## config.mk

```make
export PLATFORM = sky130hd
export DESIGN_NAME = mixmul_top
export DESIGN_NICKNAME = d
export VERILOG_FILES = /design/src/rtl/mixmul_pkg.sv /design/src/rtl/mixmul_extend.sv /design/src/rtl/mixmul_core.sv /design/src/rtl/mixmul_outreg.sv /design/src/rtl/mixmul_top.sv
export SDC_FILE = /design/constraint.sdc
export NUM_CORES = 1
export LEC_CHECK = 0
export BUFFER_PORTS_ARGS = -buffer_cell sky130_fd_sc_hd__buf_4
export CAP_MARGIN = 0
export CORE_ASPECT_RATIO = 1.2
export CORE_UTILIZATION = 40
export DETAILED_ROUTE_END_ITERATION = 7
export GPL_ROUTABILITY_DRIVEN = 0
export PLACE_DENSITY = 0.55
export SYNTH_ARGS = -nofsm -noshare
export SYNTH_HDL_FRONTEND = slang
export SYNTH_SLANG_ARGS = --single-unit
export TNS_END_PERCENT = 5
```

## constraint.sdc

```tcl
create_clock -name clk -period 8.9 [get_ports clk]
set_input_delay 1.335 -clock clk [delete_from_list [all_inputs] [get_ports clk]]
set_output_delay 1.335 -clock clk [all_outputs]
set_load 0.05 [all_outputs]
```

## src/rtl/mixmul_pkg.sv

```systemverilog
package mixmul_pkg;

  typedef enum logic {
    OPND_A = 1'b0,
    OPND_B = 1'b1
  } opnd_e;

  localparam int NUM_OPNDS = 2;

  function automatic logic fill_bit(input logic msb, input logic is_signed);
    return msb & is_signed;
  endfunction

endpackage

```

## src/rtl/mixmul_extend.sv

```systemverilog
module mixmul_extend #(
  parameter int OP_W   = 16,
  parameter int BYTE_W = 8,
  parameter int EXT_W  = OP_W + 1
) (
  input  logic [OP_W-1:0]  op,
  input  logic             is_signed,
  input  logic             byte_mode,
  output logic [EXT_W-1:0] ext
);
  import mixmul_pkg::*;

  localparam int BYTE_PAD = EXT_W - BYTE_W;
  localparam int WORD_PAD = EXT_W - OP_W;

  logic [BYTE_W-1:0] low_byte;
  logic              byte_fill;
  logic              word_fill;

  assign low_byte  = op[BYTE_W-1:0];
  assign byte_fill = fill_bit(low_byte[BYTE_W-1], is_signed);
  assign word_fill = fill_bit(op[OP_W-1], is_signed);

  always_comb begin
    if (byte_mode) begin
      ext = {{BYTE_PAD{byte_fill}}, low_byte};
    end else begin
      ext = {{WORD_PAD{word_fill}}, op};
    end
  end

endmodule

```

## src/rtl/mixmul_core.sv

```systemverilog
module mixmul_core #(
  parameter int EXT_W     = 17,
  parameter int OUT_W     = 32,
  parameter bit USE_ARRAY = 1'b1
) (
  input  logic [EXT_W-1:0] a_ext,
  input  logic [EXT_W-1:0] b_ext,
  output logic [OUT_W-1:0] prod
);

  generate
    if (USE_ARRAY) begin : g_array
      logic [OUT_W-1:0] a_wide;
      logic [OUT_W-1:0] rows [EXT_W];

      assign a_wide = {{(OUT_W-EXT_W){a_ext[EXT_W-1]}}, a_ext};

      for (genvar i = 0; i < EXT_W; i++) begin : g_row
        logic [OUT_W-1:0] shifted;
        assign shifted = a_wide << i;
        if (i == EXT_W - 1) begin : g_neg
          assign rows[i] = b_ext[i] ? (~shifted + OUT_W'(1)) : '0;
        end else begin : g_pos
          assign rows[i] = b_ext[i] ? shifted : '0;
        end
      end

      always_comb begin
        prod = '0;
        for (int k = 0; k < EXT_W; k++) begin
          prod = prod + rows[k];
        end
      end
    end else begin : g_behav
      logic signed [OUT_W-1:0] sprod;
      assign sprod = $signed(a_ext) * $signed(b_ext);
      assign prod  = sprod;
    end
  endgenerate

endmodule

```

## src/rtl/mixmul_outreg.sv

```systemverilog
module mixmul_outreg #(
  parameter int OUT_W = 32
) (
  input  logic             clk,
  input  logic             rst,
  input  logic             load,
  input  logic [OUT_W-1:0] d,
  output logic             q_valid,
  output logic [OUT_W-1:0] q
);

  always_ff @(posedge clk) begin
    if (rst) begin
      q_valid <= 1'b0;
      q       <= '0;
    end else begin
      q_valid <= load;
      if (load) begin
        q <= d;
      end
    end
  end

endmodule

```

## src/rtl/mixmul_top.sv

```systemverilog
module mixmul_top #(
  parameter int OP_W      = 16,
  parameter int BYTE_W    = 8,
  parameter bit USE_ARRAY = 1'b1,
  parameter int EXT_W     = OP_W + 1,
  parameter int RES_W     = 2 * OP_W
) (
  input  logic             clk,
  input  logic             rst,
  input  logic             in_valid,
  input  logic [OP_W-1:0]  op_a,
  input  logic [OP_W-1:0]  op_b,
  input  logic             a_signed,
  input  logic             b_signed,
  input  logic             byte_mode,
  output logic             out_valid,
  output logic [RES_W-1:0] product
);
  import mixmul_pkg::*;

  logic [OP_W-1:0]  opnd   [NUM_OPNDS];
  logic             sgn    [NUM_OPNDS];
  logic [EXT_W-1:0] ext    [NUM_OPNDS];
  logic [RES_W-1:0] prod_d;

  assign opnd[OPND_A] = op_a;
  assign opnd[OPND_B] = op_b;
  assign sgn[OPND_A]  = a_signed;
  assign sgn[OPND_B]  = b_signed;

  generate
    for (genvar k = 0; k < NUM_OPNDS; k++) begin : g_ext
      mixmul_extend #(
        .OP_W  (OP_W),
        .BYTE_W(BYTE_W),
        .EXT_W (EXT_W)
      ) u_ext (
        .op       (opnd[k]),
        .is_signed(sgn[k]),
        .byte_mode(byte_mode),
        .ext      (ext[k])
      );
    end
  endgenerate

  mixmul_core #(
    .EXT_W    (EXT_W),
    .OUT_W    (RES_W),
    .USE_ARRAY(USE_ARRAY)
  ) u_core (
    .a_ext(ext[OPND_A]),
    .b_ext(ext[OPND_B]),
    .prod (prod_d)
  );

  mixmul_outreg #(
    .OUT_W(RES_W)
  ) u_out (
    .clk    (clk),
    .rst    (rst),
    .load   (in_valid),
    .d      (prod_d),
    .q_valid(out_valid),
    .q      (product)
  );

endmodule

```

==> metrics.md <==
| Metric | Value |
|---|---|
| Layout cells sized above 1 | under 10% |
| Met2 GRT Util | about two fifths |
| CP Cell Sequence | buf_4 -> and3_1 -> a21o_1 -> nand2_1 -> fa_1 -> inv_1 -> fa_1 -> inv_1 -> fa_1 -> inv_1 -> fa_1 -> fa_1 -> ha_1 -> ha_1 -> a2111oi_0 -> o21ai_1 -> or3b_1 -> nand4b_1 -> and2_2 -> a2111oi_2 -> or4_1 -> o311ai_1 |
| Avg Cell Area, Syn | ~9.0 sq um |
| Nets | between 1500 and 2000 |
| Largest net degree at the start of global routing | 42 |
| Syn Inst Count | roughly 1300 |
| RSZ-0062 raised after global routing | false |
| Cts-stage hold buffer count | 0 |
| Worst EP required | approximately 9000 ps |
| CP max FO | 22 |
| Max_cap viols | 0 |
| EDFF count, synth | 0 |
| Initial DRC count | between 200 and 300 |
| Element type at the critical path end | register |
| Compound-Gate Fraction of Synth Area | under 10% |
| Final TNS setup | 0 ps |
| Rows | 67 |
| # IOs | 71 |
| Multi-input logic area | about 9600 sq um |
| XOR/XNOR Fraction of Synth Area | around 3.5% |
| Largest family of logic cells by synthesized area | adder cells |
| Detailed Place HPWL | roughly 24 mm |
| CTS root buf | clkbuf_16 |
| Worst slew pin tran | 953.5 ps |
| Die height | 187.9 um |
| Antenna Cells | 0 |
| FF+latch area | roughly 660 sq um |
| Antenna violations before repair | 0 |
| Fmax | approximately 0.13 GHz |
| Post-Syn Area | approximately 12000 sq um |
| Synth top area share | about half |
| Family with the most delay on the worst path | adder cells |
| Hold Crit Depth | 2 |
| Filler instances | about 2800 |
| Port Buf Inserts | 70 |
| Post_cts resized | 0 |
| Pre-antenna DRT Iters | 4 |
| CTS HTree Levels | 2 |
| Buf+Inv Stages, Crit Path | 4 |
| Yosys Warn Count | 0 |
| Via count | 8394 |
| Final ANT Viol Nets | 0 |
| Path depth of the worst reg2reg path | 2 |
| Starting density of the core | between 40% and 50% |
| CP max stage cell | fa_1 |
| Count of cell types in the netlist | 57 |
| Synthesized flop and latch total | 33 |
| CTS tree | built |
| Vias in the first global route | 9131 |
| Synth Net Count | about 1700 |
| Ys flop type | dfxtp_1 |
| Critical path's largest stage delay | between 500 and 600 ps |
| Max Buffers Root-to-Sink | 2 |
| Max-slew violation count | 0 |
| Max_slew headroom | between 30% and 40% |
| Hold Crit Class | register to register |
| Clk Latency, worst-skew pair | approximately 270 ps |
| Via density | 4.955 |
| Post-Synth Adder-Cell Area | 55.92% |
| Status | complete, no violations |
| First-pass GRT wire length | 45.76 mm |
| Die width | around 160 um |
| WL per Instance | around 16 um |
| Met1 Usage GRT | between 20% and 30% |
| Crit path time final | about 8000 ps |
| GR Util met3 | ~1.6% |
| Total GRT Usage | 20.00% |
| Tcrit/Tclk final | ~90% |
| Die area | a little under 30000 sq um |
| Final setup vio count | 0 |
| CP most frequent cell | fa_1 |
| Top cells by area, synth | fa_1 50%, inv_1 9.5%, ha_1 6.4%, dfxtp_1 5.7%, nand2_1 5.4% |
| Worst path arrival time | a little under 8000 ps |
| Routed WL | between 20 and 30 mm |
| DRC errors left | 0 |
| Global route overflow | 0 |
| Core area | 28080 sq um |
| Gr busiest metal | met2 |
| CP Class | input port to register |
| Mux cell area share after synthesis | approximately 1.9% |
| Layout area overhead | 9.121% |
| Largest area contributor in the netlist | fa_1 |
| Simple-gate area share of the yosys netlist | between 10% and 20% |
| Clock transition at path regs | ~50 ps |
| CP Launch Type | input port |
| Final Hold Fails | 0 |
| Skew final | 0 ps |
| Post-synthesis sequential area ratio | 5.734% |
| Critical path depth | 22 |
| Total CTS buffers | 5 |
| FFs w/ async S/R, synth | 0% |
| CTS sink cnt | 33 |
| Setup Buffers After CTS | 0 |
## worst paths after layout
check | from | to | slack, ps
max | op_a[7] | u_out.q[30] | 1100
min | u_out.q[21] | u_out.q[21] | 480
max reg2reg | u_out.q[24] | u_out.q[24] | 8070
min reg2reg | u_out.q[21] | u_out.q[21] | 480
## cell type report
class,instances,area share [%]
Clock buffer,5,0.9951
Clock inverter,3,0.5175
Inverter,292,8.717
Multi-Input combinational cell,903,76.03
Sequential cell,33,5.254
Tap cell,379,3.772
Timing Repair Buffer,79,4.717
## stage by stage
| stage | hold WS (ps) | area, sq um | std cells | setup WS (ps) | util, % |
|---|---|---|---|---|---|
| 6_report | 479.3 | 12570 | 1694 | 1101 | 44.77 |
| 5_1_grt | 505.6 | 12570 | 1694 | 751.5 | 44.77 |
| 4_1_cts | 479.2 | 12570 | 1694 | 1117 | 44.77 |
| 3_5_place_dp | 469.9 | 12380 | 1686 | 816.6 | 44.09 |
| 3_3_place_gp | 469.4 | 12380 | 1686 | 901.4 | 44.09 |
| 2_1_floorplan | 690.5 | 11520 | 1280 | 1417 | - |
## synthesized netlist by cell type, drive strengths merged, types with 3 or more instances
| library cell | n |
|---|---|
| dfxtp | 33 |
| nor2 | 90 |
| a21o | 23 |
| nand3 | 6 |
| a21oi | 38 |
| nor3 | 7 |
| o21ai | 15 |
| buf | 9 |
| nand2 | 166 |
| xnor2 | 33 |
| and3 | 7 |
| fa | 285 |
| a211oi | 5 |
| nand2b | 9 |
| o21a | 4 |
| ha | 59 |
| xor2 | 13 |
| o22ai | 4 |
| and2 | 78 |
| clkbuf | 43 |
| a2111oi | 3 |
| o21bai | 3 |
| o211ai | 4 |
| mux2i | 22 |
| inv | 292 |
## worst register-to-register path: cells and delay by family, from the launching register on
family | cells | cell delay (ps)
and+or+nand+nor | 1 | 130
DFF | 1 | 310
AOI/OAI and AO/OA | 1 | 280
## metal layers
metal  vias up  wire length (um)
met1      4382             10210
li1       3862                 -
met2       107             16460
met4         0               667
met5         -                 0
met3        43               608
## logic make-up (layout without fill, tap and decap cells)
kind of cell | Yosys count | count (layout)
simple gates | 378 | 378
xor+xnor | 46 | 46
fa+ha+maj | 344 | 344
mux | 22 | 22
compound gates | 113 | 113
buf+inv | 344 | 379
flops | 33 | 33
## cells in the final DEF, fill, tap and decap left out, types with 2 or more instances in the layout
master     count
a2111oi_0      2
a211o_1        2
a211oi_1       5
a21boi_1       2
a21o_1        23
a21oi_1       37
a31oi_1        2
and2_1        77
and3_1         6
buf_4         79
bufinv_16      2
clkbuf_16      5
dfxtp_1       33
fa_1         285
ha_1          59
inv_1        291
mux2i_1       22
nand2_1      166
nand2b_1       9
nand3_1        6
nand3b_1       2
nor2_1        90
nor3_1         7
o2111ai_1      2
o211ai_1       4
o21a_1         4
o21ai_0        5
o21ai_1        9
o21bai_1       3
o22ai_1        4
or2_2          2
xnor2_1       33
xor2_1        13
## registers in the layout, summed over array words and instances, names as in the netlist
register and cells:
u_out.q 32, u_out.q_valid 1
Power is not shown: default switching activity piles up to over one toggle a cycle in this logic, so the estimate is an artifact.
